===== config.mk =====
export PLATFORM = sky130hd
export DESIGN_NAME = lt_test_seq
export DESIGN_NICKNAME = d
export VERILOG_FILES = /design/src/rtl/lt_pkg.sv /design/src/rtl/lt_lane_map.sv /design/src/rtl/lt_tmr.sv /design/src/rtl/lt_xact.sv /design/src/rtl/lt_test_seq.sv
export SDC_FILE = /design/constraint.sdc
export NUM_CORES = 1
export LEC_CHECK = 0
export BUFFER_PORTS_ARGS = -buffer_cell sky130_fd_sc_hd__buf_2
export CORE_ASPECT_RATIO = 0.75
export CORE_MARGIN = 4
export CORE_UTILIZATION = 25
export DETAILED_ROUTE_END_ITERATION = 10
export PLACE_DENSITY = 0.5
export RECOVER_POWER = 50
export SLEW_MARGIN = 15
export SYNTH_ARGS = -nofsm -noshare
export SYNTH_HDL_FRONTEND = slang
export SYNTH_HIERARCHICAL = 1
export SYNTH_SLANG_ARGS = --single-unit

===== constraint.sdc =====
create_clock -name clk_i -period 3.5 [get_ports clk_i]
set_clock_uncertainty 0.2 [all_clocks]
set_input_delay 0.35 -clock clk_i [delete_from_list [all_inputs] [get_ports clk_i]]
set_output_delay 0.35 -clock clk_i [all_outputs]
set_load 0.01 [all_outputs]

===== src/rtl/lt_pkg.sv =====
package lt_pkg;
  localparam int REG_TPS  = 'h102;
  localparam int REG_STAT = 'h202;
  localparam int REG_CNT  = 'h210;

  typedef enum logic [2:0] {
    S_IDLE, S_PAT, S_ISSUE, S_XWAIT, S_WAIT, S_END
  } st_e;

  // value equals the pattern index
  typedef enum logic [2:0] {
    PH_FL = 3'd0, PH_SL = 3'd1, PH_CLEAN = 3'd2, PH_INJ = 3'd3, PH_BER = 3'd4
  } ph_e;

  typedef enum logic [1:0] {OP_TPS, OP_POLL, OP_LO, OP_HI} op_e;

  localparam logic [2:0] FC_NONE  = 3'd0;
  localparam logic [2:0] FC_FL    = 3'd1;
  localparam logic [2:0] FC_SL    = 3'd2;
  localparam logic [2:0] FC_CLEAN = 3'd3;
  localparam logic [2:0] FC_INJ   = 3'd4;
  localparam logic [2:0] FC_BER   = 3'd5;
  localparam logic [2:0] FC_DEFER = 3'd6;
endpackage


===== src/rtl/lt_lane_map.sv =====
module lt_lane_map #(
  parameter int AW = 12
) (
  input  logic [1:0]    lane_i,
  output logic [AW-1:0] stat_addr_o,
  output logic [AW-1:0] cnt_addr_o,
  output logic [2:0]    cr_bit_o,
  output logic [2:0]    eq_bit_o,
  output logic [2:0]    sl_bit_o
);
  import lt_pkg::*;

  logic [2:0] nib;

  always_comb begin
    // two lanes per status byte, odd lane in the upper nibble
    stat_addr_o = AW'(REG_STAT) + AW'(lane_i[1]);
    cnt_addr_o  = AW'(REG_CNT) + AW'({lane_i, 1'b0});
    nib         = lane_i[0] ? 3'd4 : 3'd0;
    cr_bit_o    = nib;
    eq_bit_o    = nib + 3'd1;
    sl_bit_o    = nib + 3'd2;
  end
endmodule


===== src/rtl/lt_tmr.sv =====
module lt_tmr #(
  parameter int W = 16
) (
  input  logic         clk_i,
  input  logic         rst_ni,
  input  logic         load_i,
  input  logic [W-1:0] val_i,
  output logic         zero_o
);
  logic [W-1:0] cnt;

  always_ff @(posedge clk_i or negedge rst_ni) begin
    if (!rst_ni)          cnt <= '0;
    else if (load_i)      cnt <= val_i;
    else if (cnt != '0)   cnt <= cnt - 1'b1;
  end

  assign zero_o = (cnt == '0);
endmodule


===== src/rtl/lt_xact.sv =====
module lt_xact #(
  parameter int AW        = 12,
  parameter int DW        = 8,
  parameter int MAX_DEFER = 8
) (
  input  logic          clk_i,
  input  logic          rst_ni,
  input  logic          go_i,
  input  logic          we_i,
  input  logic [AW-1:0] addr_i,
  input  logic [DW-1:0] wdata_i,
  output logic          req_o,
  output logic          we_o,
  output logic [AW-1:0] addr_o,
  output logic [DW-1:0] wdata_o,
  input  logic          ack_i,
  input  logic          defer_i,
  input  logic [DW-1:0] rdata_i,
  output logic          done_o,
  output logic          fail_o,
  output logic [DW-1:0] rdata_o
);
  localparam int DCW = $clog2(MAX_DEFER + 1);

  logic [DCW-1:0] dcnt;
  logic           dlim;

  assign dlim = (dcnt == DCW'(MAX_DEFER));

  always_ff @(posedge clk_i or negedge rst_ni) begin
    if (!rst_ni) begin
      req_o   <= 1'b0;
      we_o    <= 1'b0;
      addr_o  <= '0;
      wdata_o <= '0;
      dcnt    <= '0;
      done_o  <= 1'b0;
      fail_o  <= 1'b0;
      rdata_o <= '0;
    end else begin
      done_o <= 1'b0;
      fail_o <= 1'b0;
      if (go_i && !req_o) begin
        req_o   <= 1'b1;
        we_o    <= we_i;
        addr_o  <= addr_i;
        wdata_o <= wdata_i;
      end else if (req_o) begin
        if (ack_i) begin
          req_o   <= 1'b0;
          done_o  <= 1'b1;
          rdata_o <= rdata_i;
          dcnt    <= '0;
        end else if (defer_i) begin
          if (dlim) begin
            req_o  <= 1'b0;
            fail_o <= 1'b1;
            dcnt   <= '0;
          end else begin
            dcnt <= dcnt + 1'b1;   // reissue unchanged
          end
        end
      end
    end
  end

  p_req_hold_r7: assert property (@(posedge clk_i) disable iff (!rst_ni)
    (req_o && !ack_i && !(defer_i && dlim)) |=>
      (req_o && $stable(addr_o) && $stable(we_o) && $stable(wdata_o)));

  p_defer_bound_r7: assert property (@(posedge clk_i) disable iff (!rst_ni)
    dcnt <= DCW'(MAX_DEFER));

  p_done_fail_excl_r7: assert property (@(posedge clk_i) disable iff (!rst_ni)
    !(done_o && fail_o));
endmodule


===== src/rtl/lt_test_seq.sv =====
module lt_test_seq #(
  parameter int AW        = 12,
  parameter int DW        = 8,
  parameter int LOCK_WAIT = 10001,
  parameter int OBS_CYC   = 1000000,
  parameter int MAX_RETRY = 5,
  parameter int MAX_DEFER = 8
) (
  input  logic            clk_i,
  input  logic            rst_ni,
  input  logic            start_i,
  input  logic [1:0]      lane_i,
  input  logic [DW-1:0]   inj_cnt_i,
  input  logic [2*DW-1:0] err_limit_i,
  output logic            pat_req_o,
  output logic [2:0]      pat_idx_o,
  input  logic            pat_ack_i,
  output logic            req_o,
  output logic            we_o,
  output logic [AW-1:0]   addr_o,
  output logic [DW-1:0]   wdata_o,
  input  logic            ack_i,
  input  logic            defer_i,
  input  logic [DW-1:0]   rdata_i,
  output logic            done_o,
  output logic            pass_o,
  output logic [2:0]      fail_code_o
);
  import lt_pkg::*;

  localparam int CW   = 2 * DW;
  localparam int TMAX = (OBS_CYC > LOCK_WAIT) ? OBS_CYC : LOCK_WAIT;
  localparam int TW   = $clog2(TMAX + 1);
  localparam int RW   = $clog2(MAX_RETRY + 1);

  st_e           st;
  ph_e           phase;
  op_e           op;
  logic [1:0]    lane_q;
  logic [DW-1:0] inj_q;
  logic [CW-1:0] lim_q;
  logic [RW-1:0] tries;
  logic          clr_done;
  logic [DW-1:0] cnt_lo;
  logic [CW-1:0] cnt_full;

  logic [AW-1:0] stat_addr, cnt_addr;
  logic [2:0]    cr_bit, eq_bit, sl_bit;

  logic          x_go, x_we, x_done, x_fail;
  logic [AW-1:0] x_addr;
  logic [DW-1:0] x_wdata, x_rdata;

  logic          t_load, t_zero;
  logic [TW-1:0] t_val;
  logic          lock_ok, inj_ok;

  lt_lane_map #(.AW(AW)) u_map (
    .lane_i      (lane_q),
    .stat_addr_o (stat_addr),
    .cnt_addr_o  (cnt_addr),
    .cr_bit_o    (cr_bit),
    .eq_bit_o    (eq_bit),
    .sl_bit_o    (sl_bit)
  );

  lt_xact #(.AW(AW), .DW(DW), .MAX_DEFER(MAX_DEFER)) u_xact (
    .clk_i   (clk_i),
    .rst_ni  (rst_ni),
    .go_i    (x_go),
    .we_i    (x_we),
    .addr_i  (x_addr),
    .wdata_i (x_wdata),
    .req_o   (req_o),
    .we_o    (we_o),
    .addr_o  (addr_o),
    .wdata_o (wdata_o),
    .ack_i   (ack_i),
    .defer_i (defer_i),
    .rdata_i (rdata_i),
    .done_o  (x_done),
    .fail_o  (x_fail),
    .rdata_o (x_rdata)
  );

  lt_tmr #(.W(TW)) u_tmr (
    .clk_i  (clk_i),
    .rst_ni (rst_ni),
    .load_i (t_load),
    .val_i  (t_val),
    .zero_o (t_zero)
  );

  // transaction mux
  always_comb begin
    x_go    = (st == S_ISSUE);
    x_we    = 1'b0;
    x_addr  = '0;
    x_wdata = '0;
    unique case (op)
      OP_TPS: begin
        x_we    = 1'b1;
        x_addr  = AW'(REG_TPS);
        x_wdata = DW'({1'b1, 3'b000, (phase == PH_FL) ? 2'd1 : 2'd2});
      end
      OP_POLL: x_addr = stat_addr;
      OP_LO:   x_addr = cnt_addr;
      OP_HI:   x_addr = cnt_addr + AW'(1);
      default: x_addr = '0;
    endcase
  end

  assign cnt_full = {x_rdata, cnt_lo};
  assign lock_ok  = (phase == PH_FL) ? x_rdata[cr_bit]
                                     : (x_rdata[eq_bit] && x_rdata[sl_bit]);
  assign inj_ok   = (cnt_full == CW'(inj_q)) || (cnt_full == CW'(inj_q) + CW'(1));

  always_comb begin
    t_load = ((st == S_PAT) && pat_ack_i && (phase == PH_INJ)) ||
             ((st == S_XWAIT) && x_done && !x_fail &&
              ((op == OP_TPS) || ((op == OP_HI) && (phase == PH_BER) && !clr_done)));
    t_val  = (phase == PH_BER) ? TW'(OBS_CYC) : TW'(LOCK_WAIT);
  end

  assign pat_req_o = (st == S_PAT);
  assign pat_idx_o = phase;
  assign done_o    = (st == S_END);

  always_ff @(posedge clk_i or negedge rst_ni) begin
    if (!rst_ni) begin
      st          <= S_IDLE;
      phase       <= PH_FL;
      op          <= OP_TPS;
      lane_q      <= '0;
      inj_q       <= '0;
      lim_q       <= '0;
      tries       <= '0;
      clr_done    <= 1'b0;
      cnt_lo      <= '0;
      pass_o      <= 1'b0;
      fail_code_o <= FC_NONE;
    end else begin
      unique case (st)
        S_IDLE: if (start_i) begin
          lane_q      <= lane_i;
          inj_q       <= inj_cnt_i;
          lim_q       <= err_limit_i;
          phase       <= PH_FL;
          tries       <= '0;
          clr_done    <= 1'b0;
          pass_o      <= 1'b0;
          fail_code_o <= FC_NONE;
          st          <= S_PAT;
        end
        S_PAT: if (pat_ack_i) begin
          unique case (phase)
            PH_FL, PH_SL:     begin op <= OP_TPS; st <= S_ISSUE; end
            PH_CLEAN, PH_BER: begin op <= OP_LO;  st <= S_ISSUE; end
            default:          st <= S_WAIT;
          endcase
        end
        S_ISSUE: st <= S_XWAIT;
        S_XWAIT: begin
          if (x_fail) begin
            fail_code_o <= FC_DEFER;
            st          <= S_END;
          end else if (x_done) begin
            unique case (op)
              OP_TPS: st <= S_WAIT;
              OP_POLL: begin
                if (lock_ok) begin
                  tries <= '0;
                  phase <= (phase == PH_FL) ? PH_SL : PH_CLEAN;
                  st    <= S_PAT;
                end else if (tries == RW'(MAX_RETRY)) begin
                  fail_code_o <= (phase == PH_FL) ? FC_FL : FC_SL;
                  st          <= S_END;
                end else begin
                  tries <= tries + 1'b1;
                  op    <= OP_TPS;
                  st    <= S_ISSUE;
                end
              end
              OP_LO: begin
                cnt_lo <= x_rdata;
                op     <= OP_HI;
                st     <= S_ISSUE;
              end
              default: begin
                unique case (phase)
                  PH_CLEAN: begin
                    if (cnt_full == '0) begin phase <= PH_INJ; st <= S_PAT; end
                    else begin fail_code_o <= FC_CLEAN; st <= S_END; end
                  end
                  PH_INJ: begin
                    if (inj_ok) begin phase <= PH_BER; st <= S_PAT; end
                    else begin fail_code_o <= FC_INJ; st <= S_END; end
                  end
                  default: begin
                    if (!clr_done) begin
                      clr_done <= 1'b1;   // first read only clears
                      st       <= S_WAIT;
                    end else begin
                      if (cnt_full < lim_q) pass_o <= 1'b1;
                      else fail_code_o <= FC_BER;
                      st <= S_END;
                    end
                  end
                endcase
              end
            endcase
          end
        end
        S_WAIT: if (t_zero) begin
          op <= (phase == PH_FL || phase == PH_SL) ? OP_POLL : OP_LO;
          st <= S_ISSUE;
        end
        default: st <= S_IDLE;
      endcase
    end
  end

  p_done_pulse_r11: assert property (@(posedge clk_i) disable iff (!rst_ni)
    done_o |=> !done_o);

  p_pass_code_r11: assert property (@(posedge clk_i) disable iff (!rst_ni)
    done_o |-> (pass_o == (fail_code_o == FC_NONE)));

  p_retry_bound_r6: assert property (@(posedge clk_i) disable iff (!rst_ni)
    tries <= RW'(MAX_RETRY));

  p_pat_hold_r1: assert property (@(posedge clk_i) disable iff (!rst_ni)
    (pat_req_o && !pat_ack_i) |=> (pat_req_o && $stable(pat_idx_o)));

  p_tps_write_r2: assert property (@(posedge clk_i) disable iff (!rst_ni)
    (req_o && we_o) |-> (addr_o == AW'(REG_TPS) && wdata_o[5] && wdata_o[1:0] != 2'd0));

  p_poll_after_wait_r3: assert property (@(posedge clk_i) disable iff (!rst_ni)
    (st == S_ISSUE && op == OP_POLL) |-> $past(t_zero));
endmodule


==> results of run 1 <==
[registers in the layout, summed over array words and instances (netlist names), 4 cells and up]
signal / count
u_xact/dcnt: 4
cnt_lo: 8
u_xact/rdata_o: 8
lim_q: 16
u_xact/addr_o: 12
u_tmr/cnt: 20
u_xact/wdata_o: 8
inj_q: 8
[tightest hold or removal path: cells and delay by family]
family / cells / cell delay (ns)
buf+inv: 1 / 0.08
compound gates: 1 / 0.07
simple gates: 1 / 0.05
[cell type report]
cell class	instances	share of cell area
Timing Repair Buffer	106	0.0834
Sequential cell	106	0.337
Clock inverter	6	0.00937
Tap cell	344	0.0546
Inverter	37	0.0176
Multi-Input combinational cell	558	0.468
Clock buffer	10	0.0303
[worst max-delay path by stage]
stage / slack (ns) / to / startpoint
4_1_cts: 0.76 / fail_code_o[2] / inj_q[1]
2_1_floorplan: 0.84 / op[0] / u_tmr/cnt[16]
3_3_place_gp: 0.84 / fail_code_o[1] / inj_q[1]
3_5_place_dp: 0.79 / fail_code_o[2] / inj_q[1]
5_1_grt: 0.56 / fail_code_o[2] / inj_q[1]
6_report: 0.75 / st[2] / inj_q[0]
[per-stage QoR]
stage | std cells | setup WS (ns) | total power [mW] | hold slack, ns | util
finish | 1167 | 0.754 | 6.13 | 0.0133 | 0.300
CTS | 1167 | 0.763 | 6.23 | 0.00401 | 0.302
global placement | 1128 | 0.839 | 5.07 | 0.285 | 0.281
floorplan | 763 | 0.841 | 4.25 | -0.146 | -
global route | 1167 | 0.558 | 6.69 | 0.00779 | 0.300
detailed placement | 1128 | 0.785 | 5.08 | 0.291 | 0.281
[routing by layer]
metal / global-route usage / routed length (um)
met5: 0 / 7
met4: 0.0312 / 255
met3: 0.0340 / 1190
met2: 0.172 / 7050
met1: 0.199 / 9660
[synthesized netlist by cell type, types with 5 or more instances]
| cell | number | area share |
|---|---|---|
| o31ai_1 | 14 | 0.016 |
| nand4_1 | 12 | 0.011 |
| nor4_1 | 10 | 0.0093 |
| a21oi_1 | 23 | 0.017 |
| a31oi_1 | 9 | 0.0084 |
| inv_1 | 37 | 0.021 |
| dfrtp_1 | 106 | 0.39 |
| nor2_1 | 41 | 0.023 |
| or3_1 | 6 | 0.0056 |
| buf_4 | 33 | 0.037 |
| xor2_1 | 24 | 0.031 |
| nor2b_1 | 5 | 0.0047 |
| clkbuf_1 | 20 | 0.011 |
| ha_1 | 23 | 0.043 |
| mux2_2 | 37 | 0.062 |
| nand2b_1 | 6 | 0.0056 |
| o21ai_0 | 46 | 0.034 |
| nand3_1 | 19 | 0.014 |
| xnor2_1 | 9 | 0.012 |
| nand3b_1 | 6 | 0.0067 |
| and2_1 | 5 | 0.0047 |
| nor3_1 | 20 | 0.015 |
| nand2_1 | 104 | 0.058 |
[cell families after synthesis]
group,share of synthesized area
and+or+nand+nor,0.196
AOI/OAI and AO/OA,0.151
DFF,0.394
buffers and inverters,0.0793
muxes,0.0914
xor gates and xnor gates,0.0430
adders and majority gates,0.0428
other,0.00223
[report_power, final]
group          switching [mW]  leakage (nW)  internal (mW)
logic                    1.47          1.93           1.19
clock network           0.502         0.147          0.584
registers               0.653          1.33           1.74
[what timing repair did]
action	CTS	global route
hold buffers	23	0
endpoints found under the hold margin	82	0
resized for setup	0	0
==> results list, run 1 <==
- Outcome: finished with violations
- The checks that failed: capacitance limit, slew limit.
- Reported leakage power: 3.41 nW
- VDD sags by at most 341 uV.
- For this configuration, the core starts out at a cell density of 0.256.
- Along the worst path, the maximum fanout reaches 7.
* Pin count of the biggest net entering global routing: 62
* Reg2reg end: st[2]
* Peak clock frequency supported by timing: around 360 MHz
* Cell area after synthesis: between 6000 and 7000 um2
- In this run the cell area measured after placement is 7370 um2.
- Measured in cells, the most critical reg-to-reg path has a length of 7.
- Launching point of the worst reg2reg path: inj_q[0]
* Tmin final: 2.75 ns
- Summing all non-filler instances in the final layout gives an area of 7880 um2.
- Among all stages on the critical path, the largest delay is contributed by or4_1.
* Final worst path period share: 0.784
- Ordered list of cells on the worst path: ha_1 > or4_1 > a31oi_1 > o22a_2 > a31oi_4 > a2111oi_0 > o32ai_1
- STA classifies the critical path endpoint as a register.
* Mean instance size in the synthesized netlist: roughly 9.3 um2
- Count of yosys warnings during synthesis: 6
* Slew margin rel.: -0.112
* Path category of the worst min-delay check: in -> reg
* # clock sinks: 106
* Worst Max-Slew Pin Slew: 1.67 ns
- Count of cells along the worst hold path: 3
- Die Y: roughly 150 um
- Number of DRC violations after detailed-routing iteration 0: between 400 and 500
- Startpoint Class: register
* WP data required: between 3 and 4 ns
- Commonest cells after routing, fill and taps aside: dfrtp_1 (106), nand2_1 (105), o21ai_0 (46), buf_2 (42)
* Die area: 29600 um2
- Global-route congestion overflow total: 0
- The worst register-to-register path has a setup slack of 0.75 ns.
- DR vias/cell: approximately 4.7
- After detailed routing, the number of remaining DRC violations is 0.
- Max-slew violation count: 61
* Ant. Diodes: 0
- Die W: 197 um
* End point of the most critical hold path: lim_q[14]
* Number of buffers on the longest clock path: 2
* Via count of the first global-routing pass: around 5300
- Top cell family by delay on the critical path: compound AO/OA/AOI/OAI gates
* Fraction of the yosys area taken by sequential cells: 0.394
- Data arrives at the worst endpoint at 2.77 ns.
* Latest clock arrival within the worst-skew pair: 0.36 ns
- The critical path runs through a total of 7 cells.
- Total number of H-tree levels: 3
- Number of port buffers: 70
- Counting the fill cells in the layout gives 2768.
* Most common cell after layout, fill and taps aside: dfrtp_1
- Once detail routing completed, the nets flagged for antenna violations numbered 0.
* Setup repair after global routing missed its margin: no
- Number of buffers inserted during clock tree synthesis: 9
* Buffers and inverters on the worst path: 0
- Crit path kind: reg -> reg
- Library cells used by synthesis: 75
* Slowest cell delay on critical path: 0.52 ns
- Clock transition at the register clock pins on the worst setup and hold paths after CTS: 0.08 ns
- The first TritonRoute pass finished after 5 iterations.
* Number of setup buffers added after CTS: 0
- In the synthesized netlist the dominant register cell turns out to be dfrtp_1.
- The sequential cells in the finished layout cover a total of 2650 um2.
* Weighted congestion reported at the end of routability-driven placement: between 0.8 and 0.9
- Setup_tns: 0 ns
- Avg WL per Cell: 15.6 um
* Root Driver: clkbuf_16
- In this run the core area contains 51 standard-cell rows.
- Fraction of registers with async set or reset after synthesis: 1.00
* Number of storage elements in the synthesis netlist: between 100 and 150
* Area Growth Syn to Fin: 17.2%
- The routed layout has 5445 vias.
- Total GRT Usage: 0.128
- TritonCTS built the clock tree.
- Global-route wire length before repair: 30000 um
* Multi-input gate area in the final layout: 3690 um2
* Post-Route WL: between 15000 and 20000 um
* Pwr Density: 779 nW/um2
* Number of max-capacitance violations reported: 1
- The initial antenna violation count was 1.
- Synthesis produced between 700 and 800 cells.
* Layout net count: 881
- IO Pins: approximately 70
- Hold Fails Final Rpt: 0
* Number of enable-type register cells in the synthesized netlist: 0
- Share of layout cells above drive strength 1: 0.160
* Std-Cell Core Area: about 26000 um2
- Detailed-placement wirelength estimate: 13400 um
- The startpoint identified for the worst hold timing path is err_limit_i[14].
- Final count of negative-setup-slack endpoints: 0
(Power assumes the default switching activity.)
==> run 2: changes to the inputs <==
- ABC_AREA: unset -> 1
- PLACE_DENSITY: 0.5 -> 0.49
- clock period: 3.5 -> 2.7 ns (I/O delays scaled with it)
==> run 2 against run 1 <==
The flow now finishes without violations. Sequential share of layout area is 1.9 points lower. Clock power increased by 28%. Count of clock-buffer cells in the layout up 1. Sequential cell count is the same. Maximum frequency grew 14%. Cell area up 5.9%. Non-clock buffer count rose by 11. Largest cell class unchanged.
==> results list, run 2 <==
- Number of enable-type register cells in the synthesized netlist: 0
* Number of DRC violations after detailed-routing iteration 0: 334
- End point of the most critical hold path: u_xact/req_o
- Via count of the first global-routing pass: 5942
* Worst Max-Slew Pin Slew: approximately 0.96 ns
* Global-route congestion overflow total: 0
* Count of yosys warnings during synthesis: 6
- The path class of the tightest hold or removal check is in -> reg.
- Starting utilization of the core area: 0.257
- Number of buffers inserted during clock tree synthesis: 9
* Latest clock arrival within the worst-skew pair: 0.36 ns
- Total GRT Usage: 0.126
* Buffers and inverters on the worst path: 1
* Number of placement rows: 52
- The tree built by TritonCTS fans out to 106 sinks.
* Clock transition at the register clock pins on the worst setup and hold paths after CTS: about 0.090 ns
- Compared with the post-synthesis result, the final layout area differs by 18.7%.
- Launching point of the worst reg2reg path: u_tmr/cnt[0]
- The share of total power dissipated in combinational logic is 0.484.
* Ant. Diodes: 0
- Proportion of power drawn by flip-flops and latches: 0.352
* Type of destination of the critical path: register
- For this design the static power due to leakage is 4.18 nW.
- Root Driver: clkbuf_16
- In this run the power spent charging and discharging nets is 4.01 mW.
* Avg WL per Cell: approximately 13 um
- The synthesized design contains 106 register bits.
* Via count: 6335
* Power after layout: 8.52 mW
- Library cells used by synthesis: 48
- Setup violations remaining at the end of the flow were counted as 0.
- At the worst endpoint, the arrival time is 2.44 ns.
* Total number of H-tree levels: 3
- Entering global routing, the biggest net connects 53 pins.
- Hold Fails Final Rpt: 0
* Pwr Density: 1020 nW/um2
- Cell count of the worst reg-to-reg path: 12
- Dividing the final minimum period by the clock period gives 0.893.
* Flip-flop cell with the highest count after synthesis: dfrtp_1
- Reg2reg end: op[0]
- Die W: 202 um
* Startpoint Class: register
* Slowest cell delay on critical path: 0.37 ns
* CTS-repair resized insts: 0
* DR vias/cell: 4.32
* TritonCTS clock tree: done
- Number of buffers on the longest clock path: 2
* Layout net count: 1175
- Input and output buffers added on the ports amount to 70.
- Detailed-router iteration count before antenna repair: 5
* Crit path kind: reg -> reg
* Detailed-placement wirelength estimate: 14700 um
- The floorplan step defined a die boundary enclosing between 30000 and 40000 um2.
- Measured against its own limit, the worst slew margin works out to 0.362.
* Tmin final: 2.41 ns
* Max-slew violation count: 0
- Most common cell after layout, fill and taps aside: nand2_1
- Setup repair after global routing missed its margin: no
* Post-Route WL: 19200 um
- The largest registers in the layout are u_tmr/cnt: 20 flops, lim_q: 16 flops, u_xact/addr_o: 12 flops.
- Largest cells by area after synthesis: dfrtp_1 (38%), nand2_1 (19%), inv_1 (5.4%)
- Along the worst hold path, the cell count comes to 4.
* Commonest cells after routing, fill and taps aside: nand2_1 (364), dfrtp_1 (106), inv_1 (103), nor2_1 (76), nand3_1 (56)
- Of the post-synthesis cell area, the dominant cell type holds 0.377.
- Among all cell types in the netlist, the one instantiated most often is nand2_1.
* Worst hold path startpoint: defer_i
- The share of total power dissipated in the clock network is 0.164.
- The congestion estimate from routability-driven global placement came to around 0.86.
- Peak clock frequency supported by timing: 415 MHz
- Setup slack, reg-to-reg: 0.29 ns
- The flow ran to the end, and the final reports show no timing, DRC or antenna violations.
- A synthesized cell averages 7.02 um2.
* Fraction of the yosys area taken by sequential cells: 0.377
- Traced cell by cell, the critical path runs through inv_1 > ha_1 > nand2_1 > nor3_1 > nand3_1 > nor4_1 > or2_1 > o21ai_0 > nor4_1 > nand2_1 > nor2_1 > a22oi_1.
- Post-CTS timing repair inserted 0 buffers for setup.
* Number of max-capacitance violations reported: 0
- Top cell family by delay on the critical path: simple AND/OR/NAND/NOR gates
* Number of cells produced by synthesis: between 1000 and 1500
* Most flops, register: u_tmr/cnt
- In this run the remaining antenna-violating nets after routing total 0.
- The first global-routing pass estimated 32000 um of wire.
* Die Y: 153 um
- Post-route DRC violation count: 0
* Cell type of the slowest stage on the worst timing path: dfrtp_1
- List of most frequent post-synthesis cells: nand2_1 (363), dfrtp_1 (106), inv_1 (102)
* IO Pins: 71
- Post-synthesis cell type with the largest combined area: dfrtp_1
- Summing every instance area after synthesis gives between 7000 and 8000 um2.
- The tightest hold path in the finished design has a slack of 0.0728 ns.
* Maximum fanout along the worst path: 4
- IR analysis of the VDD net gives a maximum drop of 327 uV.
* Fraction of registers with async set or reset after synthesis: 1.00
- Internal power comes to roughly 4.5 mW.
* Antenna violations before repair: 0
* Fraction of power spent switching nets: 0.470
- Max FFs per register: 20
* Std-Cell Core Area: 27300 um2
* Setup_tns: 0 ns
- In the final layout, the share of cells above drive strength 1 is 0.104.
* WP data required: 2.73 ns
## run 2: changes by cell type in the layout (fill, tap and decap cells not counted), moves of 13 or more
cell | before | now
nand2_1 | 105 | 364
inv_1 | 37 | 103
mux2_2 | 37 | 0
nand3_1 | 19 | 56
nor2_1 | 41 | 76
xor2_1 | 24 | 7
dlygate4sd3_1 | 23 | 37
o21ai_1 | 3 | 16
o31ai_1 | 14 | 1
## run 2: worst max path at each step
| stage | to | depth (start not counted) | slack [ns] | start |
|---|---|---|---|---|
| 6_report | op[0] | 12 | 0.29 | u_tmr/cnt[0] |
| 5_1_grt | op[1] | 12 | 0.004 | u_tmr/cnt[0] |
| 4_1_cts | op[0] | 12 | 0.18 | u_tmr/cnt[0] |
| 3_5_place_dp | op[0] | 12 | 0.21 | u_tmr/cnt[0] |
| 3_3_place_gp | op[0] | 12 | 0.35 | u_tmr/cnt[0] |
| 2_1_floorplan | u_tmr/cnt[3] | 8 | 0.49 | st[2] |
## run 2: cell families after synthesis
group                      Yosys count  synth area share
buffers and inverters              165             0.112
AOI/OAI and AO/OA                  119            0.0960
other                                4           0.00214
DFF                                106             0.377
muxes                                1           0.00142
adders and majority gates           23            0.0409
xor gates and xnor gates            14            0.0174
and+or+nand+nor                    569             0.353
## run 2: power groups by stage
| stage | logic (mW) | registers [mW] | clock network, mW |
|---|---|---|---|
| after global routing | 4.79 | 3.12 | 1.52 |
| after detailed placement | 4.15 | 3.03 | 0 |
| after global placement | 4.11 | 3.03 | 0 |
| final | 4.13 | 3.00 | 1.39 |
| after CTS | 4.22 | 3.01 | 1.46 |
| after floorplan | 3.14 | 2.85 | 0 |
## run 2: metrics by stage
stage / instances / setup slack (ns) / area (um2) / utilization
6_report: 1468 / 0.288 / 8340 / 0.305
5_1_grt: 1468 / 0.00395 / 8340 / 0.305
4_1_cts: 1468 / 0.185 / 8390 / 0.307
3_5_place_dp: 1415 / 0.207 / 7720 / 0.282
3_3_place_gp: 1415 / 0.348 / 7720 / 0.282
2_1_floorplan: 1038 / 0.492 / 7170 / -
## run 2: tightest hold or removal path, cell delays in order
cell and delay, ns:
buf_2 0.11, nand4_1 0.10, nand3_1 0.07, nand2_1 0.06
## run 2: what timing repair did
item                                   4_1_cts  5_1_grt
setup endpoints to repair                    0        2
hold buffers                                37        0
endpoints found under the hold margin       69        0
## run 2: area by class of cell
type / count / area (um2)
Fill cell: 3034 / 19000
Multi-Input combinational cell: 767 / 3750
Sequential cell: 106 / 2650
Timing Repair Buffer: 117 / 776
Tap cell: 351 / 439
Inverter: 111 / 424
Clock buffer: 11 / 243
Clock inverter: 5 / 61.3
## run 2: metal layers
| metal | vias to the layer above | track usage | routed length, um | share of wire |
|---|---|---|---|---|
| li1 | 3339 | - | - | - |
| met1 | 2900 | 0.194 | 10600 | 0.55 |
| met2 | 88 | 0.184 | 7870 | 0.41 |
| met3 | 8 | 0.0231 | 581 | 0.030 |
| met4 | 0 | 0.0244 | 116 | 0.0060 |
| met5 | - | 0 | 0 | 0 |
